[src/rtl/vm_seq_pkg.sv]
package vm_seq_pkg;

  typedef enum logic [3:0] {
    OP_PWR_UP = 4'd0, OP_PWR_DN = 4'd1, OP_PLAY = 4'd2, OP_REC = 4'd3,
    OP_CUE = 4'd4, OP_HALT = 4'd5, OP_CFG = 4'd6, OP_STATUS = 4'd7,
    OP_DREAD = 4'd8, OP_DWRITE = 4'd9, OP_DERASE = 4'd10
  } op_e;

  typedef enum logic [2:0] {
    M_START = 3'd0, M_RSTART = 3'd1, M_PUT = 3'd2, M_GET = 3'd3, M_STOP = 3'd4
  } mop_e;

  typedef enum logic [1:0] {TK_CMD, TK_STATUS, TK_RAC, TK_END} tk_e;
  typedef enum logic [1:0] {DX_NONE, DX_WRITE, DX_READ} dx_e;

  typedef struct packed {
    tk_e         kind;
    logic [7:0]  cmd;
    logic        with_addr;
    logic [15:0] addr;
    dx_e         dx;
    logic        poll;
  } step_t;

  localparam logic [7:0] DEV_WR = 8'h80;
  localparam logic [7:0] DEV_RD = 8'h81;
  localparam int READY_BIT = 5;

  localparam logic [3:0] FN_HALT  = 4'd0;
  localparam logic [3:0] FN_REC   = 4'd2;
  localparam logic [3:0] FN_PLAY  = 4'd5;
  localparam logic [3:0] FN_CUE   = 4'd7;
  localparam logic [3:0] FN_WRITE = 4'd9;
  localparam logic [3:0] FN_ERASE = 4'd10;
  localparam logic [3:0] FN_READ  = 4'd12;

  localparam logic [1:0] RA_NONE = 2'd0;
  localparam logic [1:0] RA_ADDR = 2'd1;
  localparam logic [1:0] RA_CFGA = 2'd2;
  localparam logic [1:0] RA_CFGB = 2'd3;

  localparam logic [1:0] ERR_NONE = 2'd0;
  localparam logic [1:0] ERR_NACK = 2'd1;
  localparam logic [1:0] ERR_TMO  = 2'd2;
  localparam logic [1:0] ERR_LEN  = 2'd3;

  function automatic logic [7:0] mk_cmd(input logic pu, input logic dab,
                                        input logic [3:0] fn, input logic [1:0] ra);
    return {pu, 7'b0} | {1'b0, dab, 6'b0} | {1'b0, fn, 3'b0} | {6'b0, ra};
  endfunction

  function automatic step_t cmd_step(input logic [7:0] c, input logic wa,
                                     input logic [15:0] a, input dx_e d);
    step_t s;
    s.kind = TK_CMD; s.cmd = c; s.with_addr = wa; s.addr = a; s.dx = d; s.poll = 1'b0;
    return s;
  endfunction

endpackage

[src/rtl/vm_seq_plan.sv]
module vm_seq_plan
  import vm_seq_pkg::*;
(
  input  op_e         op,
  input  logic        use_addr,
  input  logic [2:0]  phase,
  input  logic [15:0] addr,
  input  logic [15:0] cfg0,
  input  logic [15:0] cfg1,
  output step_t       step
);
  logic [1:0] ra;
  step_t enter_s, exit_s, end_s;

  always_comb begin
    ra = use_addr ? RA_ADDR : RA_NONE;
    end_s = '{kind: TK_END, cmd: 8'h00, with_addr: 1'b0, addr: 16'h0000, dx: DX_NONE, poll: 1'b0};
    enter_s = cmd_step(mk_cmd(1'b1, 1'b1, FN_HALT, RA_NONE), 1'b0, 16'h0000, DX_NONE);
    exit_s  = cmd_step(mk_cmd(1'b0, 1'b1, FN_HALT, RA_NONE), 1'b0, 16'h0000, DX_NONE);
    step = end_s;
    case (op)
      OP_PWR_UP: if (phase == 3'd0) step = cmd_step(mk_cmd(1'b1, 1'b0, FN_HALT, RA_NONE), 1'b0, addr, DX_NONE);
      OP_PWR_DN: if (phase == 3'd0) step = cmd_step(mk_cmd(1'b0, 1'b0, FN_HALT, RA_NONE), 1'b0, addr, DX_NONE);
      OP_HALT:   if (phase == 3'd0) step = cmd_step(mk_cmd(1'b1, 1'b0, FN_HALT, RA_NONE), 1'b0, addr, DX_NONE);
      OP_PLAY:   if (phase == 3'd0) step = cmd_step(mk_cmd(1'b1, 1'b0, FN_PLAY, ra), use_addr, addr, DX_NONE);
      OP_REC:    if (phase == 3'd0) step = cmd_step(mk_cmd(1'b1, 1'b0, FN_REC, ra), use_addr, addr, DX_NONE);
      OP_CUE:    if (phase == 3'd0) step = cmd_step(mk_cmd(1'b1, 1'b0, FN_CUE, ra), use_addr, addr, DX_NONE);
      OP_CFG: case (phase)
        3'd0: step = cmd_step(mk_cmd(1'b1, 1'b0, FN_HALT, RA_CFGA), 1'b1, cfg0, DX_NONE);
        3'd1: step = cmd_step(mk_cmd(1'b1, 1'b0, FN_HALT, RA_CFGB), 1'b1, cfg1, DX_NONE);
        default: step = end_s;
      endcase
      OP_STATUS: if (phase == 3'd0) begin
        step = end_s;
        step.kind = TK_STATUS;
      end
      OP_DWRITE: case (phase)
        3'd0: step = enter_s;
        3'd1: step = cmd_step(mk_cmd(1'b1, 1'b0, FN_WRITE, ra), use_addr, addr, DX_WRITE);
        3'd2: begin step = end_s; step.kind = TK_STATUS; step.poll = 1'b1; end
        3'd3: step = exit_s;
        default: step = end_s;
      endcase
      OP_DREAD: case (phase)
        3'd0: step = enter_s;
        3'd1: step = cmd_step(mk_cmd(1'b1, 1'b0, FN_READ, ra), use_addr, addr, DX_READ);
        3'd2: step = exit_s;
        default: step = end_s;
      endcase
      OP_DERASE: case (phase)
        3'd0: step = enter_s;
        3'd1: step = cmd_step(mk_cmd(1'b1, 1'b0, FN_ERASE, ra), use_addr, addr, DX_NONE);
        3'd2: step = cmd_step(mk_cmd(1'b1, 1'b0, FN_HALT, RA_NONE), 1'b0, 16'h0000, DX_NONE);
        3'd3: begin step = end_s; step.kind = TK_RAC; end
        3'd4: step = exit_s;
        default: step = end_s;
      endcase
      default: step = end_s;
    endcase
  end
endmodule

[src/rtl/vm_seq_rac.sv]
module vm_seq_rac #(
  parameter int SYNC_STAGES = 2
) (
  input  logic clk,
  input  logic rst_n,
  input  logic rac_in,
  output logic rac_fall,
  output logic rac_rise
);
  logic [SYNC_STAGES-1:0] sync_q;
  logic                   prev_q;

  always_ff @(posedge clk or negedge rst_n) begin
    if (!rst_n) begin
      sync_q <= '1;
      prev_q <= 1'b1;
    end else begin
      sync_q <= {sync_q[SYNC_STAGES-2:0], rac_in};
      prev_q <= sync_q[SYNC_STAGES-1];
    end
  end

  assign rac_fall = prev_q & ~sync_q[SYNC_STAGES-1];
  assign rac_rise = ~prev_q & sync_q[SYNC_STAGES-1];

  a_r8_single_edge: assert property (@(posedge clk) disable iff (!rst_n)
    rac_fall |=> !rac_fall);
endmodule

[src/rtl/vm_seq_timer.sv]
module vm_seq_timer #(
  parameter int W = 16
) (
  input  logic         clk,
  input  logic         rst_n,
  input  logic         clr,
  input  logic         run,
  input  logic [W-1:0] limit,
  output logic         expired
);
  logic [W-1:0] cnt_q;

  always_ff @(posedge clk or negedge rst_n) begin
    if (!rst_n)                 cnt_q <= '0;
    else if (clr)               cnt_q <= '0;
    else if (run && !expired)   cnt_q <= cnt_q + 1'b1;
  end

  assign expired = (cnt_q >= limit);

  a_r11_expiry_sticks: assert property (@(posedge clk) disable iff (!rst_n)
    (expired && !clr && $stable(limit)) |=> (expired || clr || !$stable(limit)));
endmodule

[src/rtl/vm_cmd_seq.sv]
module vm_cmd_seq
  import vm_seq_pkg::*;
#(
  parameter int LEN_W       = 10,
  parameter int TMO_W       = 16,
  parameter int MAX_LEN     = 256,
  parameter int SYNC_STAGES = 2
) (
  input  logic             clk,
  input  logic             rst_n,
  input  logic             req_valid,
  output logic             req_ready,
  input  logic [3:0]       req_op,
  input  logic             req_use_addr,
  input  logic [15:0]      req_addr,
  input  logic [LEN_W-1:0] req_len,
  input  logic [15:0]      req_cfg0,
  input  logic [15:0]      req_cfg1,
  input  logic [TMO_W-1:0] tmo_limit,
  output logic             busy,
  output logic             done,
  output logic [1:0]       err_code,
  output logic [7:0]       stat_byte,
  output logic [15:0]      stat_addr,
  input  logic             wdata_valid,
  output logic             wdata_ready,
  input  logic [7:0]       wdata,
  output logic             rdata_valid,
  input  logic             rdata_ready,
  output logic [7:0]       rdata,
  output logic             m_cmd_valid,
  input  logic             m_cmd_ready,
  output logic [2:0]       m_op,
  output logic [7:0]       m_byte,
  output logic             m_ack,
  input  logic             m_done,
  input  logic [7:0]       m_rbyte,
  input  logic             m_nack,
  input  logic             rac_in
);
  localparam logic [LEN_W-1:0] LEN_LIMIT = LEN_W'(MAX_LEN);
  localparam logic [LEN_W-1:0] CNT_ONE   = LEN_W'(1);

  typedef enum logic [3:0] {
    S_IDLE, S_PLAN, S_START, S_WADDR, S_CMD, S_AHI, S_ALO, S_WDATA,
    S_RSTART, S_RADDR, S_GET, S_RDOUT, S_STOP, S_RAC, S_FIN
  } st_e;

  st_e              state;
  op_e              r_op;
  logic             r_use;
  logic [15:0]      r_addr, r_cfg0, r_cfg1;
  logic [LEN_W-1:0] r_len, cnt;
  logic [2:0]       phase;
  logic [1:0]       gidx;
  logic             pend, stat_mode, have_w, saw_fall;
  logic [7:0]       wbuf, rbuf;
  logic             issue, tmo_hit, rac_fall, rac_rise;
  step_t            step;
  st_e              after_hdr;

  vm_seq_plan u_plan (
    .op(r_op), .use_addr(r_use), .phase(phase), .addr(r_addr),
    .cfg0(r_cfg0), .cfg1(r_cfg1), .step(step)
  );

  vm_seq_rac #(.SYNC_STAGES(SYNC_STAGES)) u_rac (
    .clk(clk), .rst_n(rst_n), .rac_in(rac_in), .rac_fall(rac_fall), .rac_rise(rac_rise)
  );

  vm_seq_timer #(.W(TMO_W)) u_tmr (
    .clk(clk), .rst_n(rst_n),
    .clr(state == S_IDLE || state == S_PLAN),
    .run(state == S_RAC || (busy && step.poll)),
    .limit(tmo_limit), .expired(tmo_hit)
  );

  assign busy        = (state != S_IDLE);
  assign req_ready   = (state == S_IDLE);
  assign wdata_ready = (state == S_WDATA) && !have_w && !pend;
  assign rdata_valid = (state == S_RDOUT);
  assign rdata       = rbuf;

  always_comb begin
    m_op = M_STOP; m_byte = 8'h00; m_ack = 1'b0; issue = 1'b1;
    case (state)
      S_START:  m_op = M_START;
      S_WADDR:  begin m_op = M_PUT; m_byte = DEV_WR; end
      S_CMD:    begin m_op = M_PUT; m_byte = step.cmd; end
      S_AHI:    begin m_op = M_PUT; m_byte = step.addr[15:8]; end
      S_ALO:    begin m_op = M_PUT; m_byte = step.addr[7:0]; end
      S_WDATA:  begin m_op = M_PUT; m_byte = wbuf; end
      S_RSTART: m_op = M_RSTART;
      S_RADDR:  begin m_op = M_PUT; m_byte = DEV_RD; end
      S_GET:    begin m_op = M_GET; m_ack = stat_mode ? (gidx != 2'd2) : (cnt != CNT_ONE); end
      S_STOP:   m_op = M_STOP;
      default:  issue = 1'b0;
    endcase
  end
  assign m_cmd_valid = issue && !pend && (state != S_WDATA || have_w);

  always_comb begin
    case (step.dx)
      DX_WRITE: after_hdr = (cnt == '0) ? S_STOP : S_WDATA;
      DX_READ:  after_hdr = S_RSTART;
      default:  after_hdr = S_STOP;
    endcase
  end

  always_ff @(posedge clk or negedge rst_n) begin
    if (!rst_n) begin
      state <= S_IDLE; r_op <= OP_PWR_UP; r_use <= 1'b0; r_addr <= '0;
      r_cfg0 <= '0; r_cfg1 <= '0; r_len <= '0; cnt <= '0; phase <= '0;
      gidx <= '0; pend <= 1'b0; stat_mode <= 1'b0; have_w <= 1'b0;
      saw_fall <= 1'b0; wbuf <= '0; rbuf <= '0; done <= 1'b0;
      err_code <= ERR_NONE; stat_byte <= '0; stat_addr <= '0;
    end else begin
      done <= 1'b0;
      if (m_cmd_valid && m_cmd_ready) pend <= 1'b1;
      if (wdata_valid && wdata_ready) begin wbuf <= wdata; have_w <= 1'b1; end
      case (state)
        S_IDLE: if (req_valid) begin
          r_op <= op_e'(req_op); r_use <= req_use_addr; r_addr <= req_addr;
          r_len <= req_len; r_cfg0 <= req_cfg0; r_cfg1 <= req_cfg1;
          phase <= '0; err_code <= ERR_NONE;
          if ((op_e'(req_op) == OP_DREAD || op_e'(req_op) == OP_DWRITE) && req_len > LEN_LIMIT) begin
            err_code <= ERR_LEN;
            state    <= S_FIN;
          end else begin
            state <= S_PLAN;
          end
        end
        S_PLAN: case (step.kind)
          TK_CMD:    begin stat_mode <= 1'b0; cnt <= r_len; state <= S_START; end
          TK_STATUS: begin stat_mode <= 1'b1; state <= S_START; end
          TK_RAC:    begin saw_fall <= 1'b0; state <= S_RAC; end
          default:   state <= S_FIN;
        endcase
        S_RAC: begin
          if (tmo_hit) begin
            err_code <= ERR_TMO; state <= S_FIN;
          end else if (saw_fall && rac_rise) begin
            phase <= phase + 3'd1; state <= S_PLAN;
          end else if (rac_fall) begin
            saw_fall <= 1'b1;
          end
        end
        S_RDOUT: if (rdata_ready) begin
          cnt   <= cnt - CNT_ONE;
          state <= (cnt == CNT_ONE) ? S_STOP : S_GET;
        end
        S_FIN: begin done <= 1'b1; state <= S_IDLE; end
        default: if (pend && m_done) begin
          pend <= 1'b0;
          if (m_nack && m_op == M_PUT) begin
            err_code <= ERR_NACK;
            have_w   <= 1'b0;
            state    <= S_STOP;
          end else begin
            case (state)
              S_START:  state <= stat_mode ? S_RADDR : S_WADDR;
              S_WADDR:  state <= S_CMD;
              S_CMD:    state <= step.with_addr ? S_AHI : after_hdr;
              S_AHI:    state <= S_ALO;
              S_ALO:    state <= after_hdr;
              S_WDATA: begin
                have_w <= 1'b0;
                cnt    <= cnt - CNT_ONE;
                if (cnt == CNT_ONE) state <= S_STOP;
              end
              S_RSTART: state <= S_RADDR;
              S_RADDR: begin
                gidx <= '0;
                if (stat_mode)        state <= S_GET;
                else if (cnt == '0)   state <= S_STOP;
                else                  state <= S_GET;
              end
              S_GET: begin
                if (stat_mode) begin
                  case (gidx)
                    2'd0:    stat_byte <= m_rbyte;
                    2'd1:    stat_addr[15:8] <= m_rbyte;
                    default: stat_addr[7:0] <= m_rbyte;
                  endcase
                  gidx  <= gidx + 2'd1;
                  state <= (gidx == 2'd2) ? S_STOP : S_GET;
                end else begin
                  rbuf  <= m_rbyte;
                  state <= S_RDOUT;
                end
              end
              S_STOP: begin
                if (err_code != ERR_NONE) state <= S_FIN;
                else if (step.poll && !stat_byte[READY_BIT]) begin
                  if (tmo_hit) begin err_code <= ERR_TMO; state <= S_FIN; end
                  else state <= S_START;
                end else begin
                  phase <= phase + 3'd1;
                  state <= S_PLAN;
                end
              end
              default: state <= S_IDLE;
            endcase
          end
        end
      endcase
    end
  end

  a_r12_cmd_hold: assert property (@(posedge clk) disable iff (!rst_n)
    (m_cmd_valid && !m_cmd_ready) |=> (m_cmd_valid && $stable(m_op) && $stable(m_byte)));
  a_r12_done_pulse: assert property (@(posedge clk) disable iff (!rst_n)
    done |=> !done);
  a_r12_busy_after_req: assert property (@(posedge clk) disable iff (!rst_n)
    (req_valid && req_ready) |=> busy);
  a_r7_rdata_hold: assert property (@(posedge clk) disable iff (!rst_n)
    (rdata_valid && !rdata_ready) |=> (rdata_valid && $stable(rdata)));
  a_r9_no_bus_idle: assert property (@(posedge clk) disable iff (!rst_n)
    !busy |-> !m_cmd_valid);
  a_r10_nack_stop: assert property (@(posedge clk) disable iff (!rst_n)
    (pend && m_done && m_nack && m_op == M_PUT) |=> (m_op == M_STOP));
endmodule

[config.mk]
export PLATFORM = sky130hd
export DESIGN_NAME = vm_cmd_seq
export DESIGN_NICKNAME = d
export VERILOG_FILES = /design/src/rtl/vm_seq_pkg.sv /design/src/rtl/vm_seq_plan.sv /design/src/rtl/vm_seq_rac.sv /design/src/rtl/vm_seq_timer.sv /design/src/rtl/vm_cmd_seq.sv
export SDC_FILE = /design/constraint.sdc
export NUM_CORES = 1
export LEC_CHECK = 0
export ABC_CLOCK_PERIOD_IN_PS = 3100
export BUFFER_PORTS_ARGS = -buffer_cell sky130_fd_sc_hd__clkbuf_2
export CAP_MARGIN = 20
export CORE_ASPECT_RATIO = 1.25
export CORE_MARGIN = 8
export CORE_UTILIZATION = 29
export DETAILED_ROUTE_END_ITERATION = 8
export PLACE_DENSITY = 0.49
export SLEW_MARGIN = 5
export SYNTH_ARGS = -nofsm -noshare
export SYNTH_HDL_FRONTEND = slang
export SYNTH_HIERARCHICAL = 1
export SYNTH_SLANG_ARGS = --single-unit
[constraint.sdc]
create_clock -name clk -period 3.1 [get_ports clk]
set_input_delay 0.31 -clock clk [delete_from_list [all_inputs] [get_ports clk]]
set_output_delay 0.31 -clock clk [all_outputs]
set_load 0.01 [all_outputs]
After elaboration in Yosys (flattened, before gate mapping):

Index checks and enable logic that the tools add are counted.

* add/subtract/negate cells: 4
* $lt $le $gt $ge: 2
* equal/unequal tests: 57
* multiplexer cells: 83
* bitwise logic cells: 10
* reduce and logical (&&, ||, !) cells: 60

Operators with widths (count)
* 30-bit one-hot mux with 10 select lines: 1
* 30-bit two-way mux: 6
* 30-bit one-hot mux with 5 select lines: 1
* 30-bit one-hot mux with 4 select lines: 1
* 30-bit one-hot mux with 3 select lines: 1
* 30-bit one-hot mux with 2 select lines: 1
* 4-bit two-way mux: 14
* 10-bit two-way mux: 5
* 4-bit equality test, second input constant: 12
* 8-bit one-hot mux with 6 select lines: 1
* 4-bit one-hot mux with 10 select lines: 1
* 3-bit two-way mux: 13
* 4-bit by 3-bit equality test with 1-bit output, second input constant: 8
* 16-bit two-way mux: 2
* 10-bit one-hot mux with 3 select lines: 1
* 6-bit AND reduction: 5
* 4-bit one-hot mux with 5 select lines: 1
* 5-bit AND reduction: 4
* 2-bit two-way mux: 9
* 1-bit two-way mux: 17
* 16-bit by 1-bit adder with 16-bit output, second input constant: 1
* 4-bit by 2-bit equality test with 1-bit output, second input constant: 4
* 16-bit >= comparator: 1
* 4-bit one-hot mux with 2 select lines: 2
* other kinds (44): 104

* register bits: 148

Longest topological paths before layout:

* depth after elaboration: 10
* gate-level depth with buffers: 12
* gate-level depth less buffers: 10

By module:

Netlist, hierarchy kept.

By module, submodules not included
* vm_cmd_seq: times used 1, cells an instance 549, area each 6465.0 um^2, sequential area each 3228.1 um^2
* vm_seq_timer: times used 1, cells an instance 145, area each 1338.8 um^2, sequential area each 400.4 um^2
* vm_seq_plan: times used 1, cells an instance 118, area each 892.1 um^2, sequential area each 0.0 um^2
* vm_seq_rac: times used 1, cells an instance 5, area each 93.8 um^2, sequential area each 78.8 um^2

Least setup slack after synthesis:

No wires, ideal clock.

* path type: reg-to-reg
* start point: reg u_tmr.cnt_q[6]
* end point: reg phase[0]
* setup time: 125 ps
* arrival: 2577 ps
* required time: 2975 ps
* slack: 398 ps
* stages on the path, launching flop included: 10
* buffers on the path: 0
* cells stage by stage: dfrtp_1 > ha_1 > a41oi_2 > o21ai_2 > a211o_2 > nand3b_1 > nand2b_1 > o221ai_1 > and2_1 > mux2_2

* word-level cells in the longest chain between the ends: 3

RTL lines
* start: declaration: RTL line vm_seq_timer.sv:11 `logic [W-1:0] cnt_q;`
* start signal: assignment: RTL line vm_seq_timer.sv:16 `else if (run && !expired) cnt_q <= cnt_q + 1'b1;`
* 16-bit >= comparator: RTL line vm_seq_timer.sv:19 `assign expired = (cnt_q >= limit);`
* named net tmo_hit: RTL line vm_cmd_seq.sv:58 `logic issue, tmo_hit, rac_fall, rac_rise;`
* 2-bit inequality test (no line)
* 9-bit AND reduction (no line)
* end signal: assignment: RTL line vm_cmd_seq.sv:198 `phase <= phase + 3'd1;`
* end: declaration: RTL line vm_cmd_seq.sv:54 `logic [2:0] phase;`

The timed path passes the listed nets, and every way through them passes these cells.
A chain may end at the register's enable or synchronous reset.

==> reports/metrics.yaml <==
hold_viol: 0
detail_route.iter0.violations: 305
power_density_mw_per_mm2: 898
timing.final.setup_violations: 0
core_region_sq_mm: 0.0299
grt_overflow_total: 0
asyncSetResetFlopFracSynth_pct: 100
unrepaired_setup_endpoints_after_global_routing: "true"
clock_skew_ps: 8.24
worstSetupEndpointType: "output port"
fmaxAchievable_mhz: 337
crit_path_start: "phase[0]"
post-route-worst-setup-slack_ps: 135
timing.slew.headroom_pct: 53.9
ys.flop_type: "sky130_fd_sc_hd__dfrtp_1"
layout.core_utilization_pct: 35.9
io-pin-count: 156
fp.dieArea_sq_mm: 0.0362
drt_pre_antenna_iters: 4
final_antenna_net_count: 0
maximum_number_of_pins_on_one_net_before_global_route_repair: 64
min_path_type: "input port to flop"
drt-total-wl_microns: 25400
overall_track_demand_over_capacity_in_global_routing_pct: 14.4
timing.critical_path.fanout_max: 16
cts_max_path_buffers: 2
min_period_ps: 2970
timing.max_cap.violations: 0
postSynthAreaPerCell_sq_um: 10.8
data_required_time_at_the_worst_endpoint_ps: 2790
timing.setup.critical_path_class: "flop to output port"
leakagePower_uw: 0.00494
diodes: 0
regToRegStartpoint: "u_tmr/cnt_q[1]"
share_of_the_yosys_chip_area_belonging_to_registers_pct: 42.2
fp-row-count: 71
final_gp_congestion: 0.809
dr_wl_met3_microns: 1250
grt_pass1_vias: 7384
antenna_found_initial: 0
crit_arrival_ps: 2660
global_route_wire_length_before_repair_microns: 41000
crit_family: "compound AO/OA/AOI/OAI gates"
wl_met2_microns: 12500
synth.ff_latch_count: 148
nets: 1114
residual_drc_count: 0
period_share_pct: 95.6
vias_per_cell: 4.97
top_layer_used: "met4"
wl_per_cell_microns: 18.2
hold_slack_ps: 94.4
worst_ir_drop_vdd_v: 0.000423
pre_cts_ws_ps: 187
slowest_stage: "sky130_fd_sc_hd__mux4_2"
port_buffers: 155
cts_setup_buffers: 0
netlist-cell-type-count: 102
cts_tree: "built"
mappedNetlistArea_sq_mm: 0.00879
insertion_delay_ps: 430
status: "finished clean"
fp.dieH_microns: 211
design_power_total_uw: 9650
ctsHtreeMaxLevel: 4
hpwlAfterDp_microns: 18900
route.layer.met1.wl_microns: 11300
floorplan.die.width_microns: 172
mostFrequentLayoutCell: "sky130_fd_sc_hd__clkbuf_2"
clkSlewWorstSetupHoldPaths_ps: 60
worst-slew-pin-transition_ps: 691
synthesis.yosys.warnings: 6
worst_path_bufs_invs: 2
syn_to_final_growth_pct: 22.3
floorplan.initialDensity_pct: 29.4
hold_path_startpoint: "m_done"
number_of_enable_flip_flop_cells_after_synthesis: 0
syn-num-nets: 946
timing.final.max_slew_violations: 0
timing.critical_path.from_type: "flop"
crit_path_max_incr_delay_ps: 460
post_route_cells_drive_above_1_share_pct: 38.1
route.vias.total: 6943
syn_inst: 817
cts_sinks: 148
crit_chain: "buf_4 -> or2_1 -> a21oi_1 -> o21a_4 -> o2bb2ai_1 -> mux4_2 -> and2_1 -> clkbuf_2"
layout.cells.most_common_list: "sky130_fd_sc_hd__clkbuf_2, sky130_fd_sc_hd__dfrtp_1, sky130_fd_sc_hd__mux2_2"
cts_made_buffers: 17
ctsRootBufferMaster: "sky130_fd_sc_hd__clkbuf_16"
stage by stage:
stage,std cells,setup TNS (ps),cell area [sq um]
2_1_floorplan,817,0,8790
3_3_place_gp,1365,0,10200
3_5_place_dp,1365,0,10200
4_1_cts,1398,0,10700
5_1_grt,1398,-51.2,10700
6_report,1398,0,10700
state kept, by name, indices dropped and copies added (netlist names), 2 cells and up:
register	count
stat_byte	8
u_tmr/cnt_q	16
state	4
err_code	2
u_rac/sync_q	2
r_op	4
gidx	2
r_cfg0	16
wbuf	8
cnt	10
r_cfg1	16
r_addr	16
rdata	8
r_len	10
stat_addr	16
phase	3
per-layer routing:
layer	global-route usage, %	vias to the layer above
li1	-	3365
met1	18.1	3417
met2	24.0	138
met3	3.91	23
met4	4.06	0
met5	0	-
synthesized netlist by cell type, types with 5 or more instances:
master | count | share of area (%)
sky130_fd_sc_hd__o2bb2ai_1 | 18 | 1.8
sky130_fd_sc_hd__a31oi_1 | 8 | 0.57
sky130_fd_sc_hd__mux2_1 | 6 | 0.77
sky130_fd_sc_hd__inv_1 | 39 | 1.7
sky130_fd_sc_hd__and3_1 | 7 | 0.50
sky130_fd_sc_hd__o2bb2ai_2 | 8 | 1.4
sky130_fd_sc_hd__nor3_1 | 16 | 0.91
sky130_fd_sc_hd__nor4_1 | 5 | 0.36
sky130_fd_sc_hd__ha_1 | 25 | 3.6
sky130_fd_sc_hd__mux2i_1 | 18 | 2.0
sky130_fd_sc_hd__nand2_1 | 40 | 1.7
sky130_fd_sc_hd__or4_1 | 10 | 0.85
sky130_fd_sc_hd__nor2b_1 | 13 | 0.93
sky130_fd_sc_hd__nand3_1 | 19 | 1.1
sky130_fd_sc_hd__o21a_1 | 5 | 0.43
sky130_fd_sc_hd__and2_1 | 9 | 0.64
sky130_fd_sc_hd__o211ai_1 | 7 | 0.60
sky130_fd_sc_hd__clkbuf_1 | 14 | 0.60
sky130_fd_sc_hd__buf_2 | 26 | 1.5
sky130_fd_sc_hd__mux4_2 | 7 | 1.8
sky130_fd_sc_hd__nor3b_1 | 6 | 0.51
sky130_fd_sc_hd__o31ai_1 | 7 | 0.60
sky130_fd_sc_hd__a22oi_1 | 7 | 0.60
sky130_fd_sc_hd__a21oi_1 | 39 | 2.2
sky130_fd_sc_hd__a211oi_1 | 6 | 0.51
sky130_fd_sc_hd__or3_1 | 8 | 0.57
sky130_fd_sc_hd__nand2b_1 | 7 | 0.50
sky130_fd_sc_hd__mux2_2 | 98 | 13
sky130_fd_sc_hd__dfrtp_1 | 145 | 41
sky130_fd_sc_hd__nor2_1 | 45 | 1.9
sky130_fd_sc_hd__nand4_1 | 5 | 0.36
sky130_fd_sc_hd__buf_1 | 5 | 0.21
sky130_fd_sc_hd__o21ai_0 | 32 | 1.8
repair_timing:
action	4_1_cts	5_1_grt
hold buffers	2	0
setup endpoints to repair	0	12
gates resized for setup	0	3
endpoints found under the hold margin	54	0
worst register-to-register path, cell delays in order, from the launching register on:
cell	delay, ps
sky130_fd_sc_hd__dfrtp_1	420
sky130_fd_sc_hd__ha_1	300
sky130_fd_sc_hd__nor2b_1	130
sky130_fd_sc_hd__o211a_1	250
sky130_fd_sc_hd__o31ai_4	340
sky130_fd_sc_hd__nand3b_1	200
sky130_fd_sc_hd__nand2b_1	220
sky130_fd_sc_hd__o221ai_1	300
sky130_fd_sc_hd__and2_1	230
sky130_fd_sc_hd__mux2_2	340
layout make-up:
cell class / instances / area (sq um)
clock inverter: 9 / 82.6
fill: 3072 / 19200
tap: 401 / 502
inverter: 40 / 150
timing repair buffer: 199 / 1140
clock buffer: 22 / 454
multi-input combinational: 579 / 4710
sequential: 148 / 3710
report_power, final:
group          internal, uW  switching (uW)
Sequential             2630             506
Clock                  1120             838
Combinational          2080            2480
Total                  5830            3820
worst paths after layout:
| path | endpoint | slack, ps | cells after the start |
|---|---|---|---|
| min | pend | 90 | 2 |
| max in group asynchronous | stat_byte[6] | 1870 | 3 |
| max reg2reg | phase[0] | 250 | 9 |
| min reg2reg | u_rac/sync_q[1] | 370 | 0 |
| min in group asynchronous | r_cfg0[1] | 400 | 2 |
| max | m_byte[2] | 130 | 8 |
kinds of logic (layout without fill, tap and decap cells):
| group | count (synthesis) | count (layout) | synth area share (%) |
|---|---|---|---|
| mux | 130 | 130 | 17.3 |
| flops | 148 | 148 | 42.2 |
| xor+xnor | 6 | 6 | 0.598 |
| buf+inv | 90 | 270 | 4.60 |
| compound gates | 190 | 190 | 16.2 |
| fa+ha+maj | 25 | 25 | 3.56 |
| simple gates | 227 | 227 | 15.5 |
| other cells | 1 | 1 | 0.0427 |
Power figures use the tool's default switching activity.
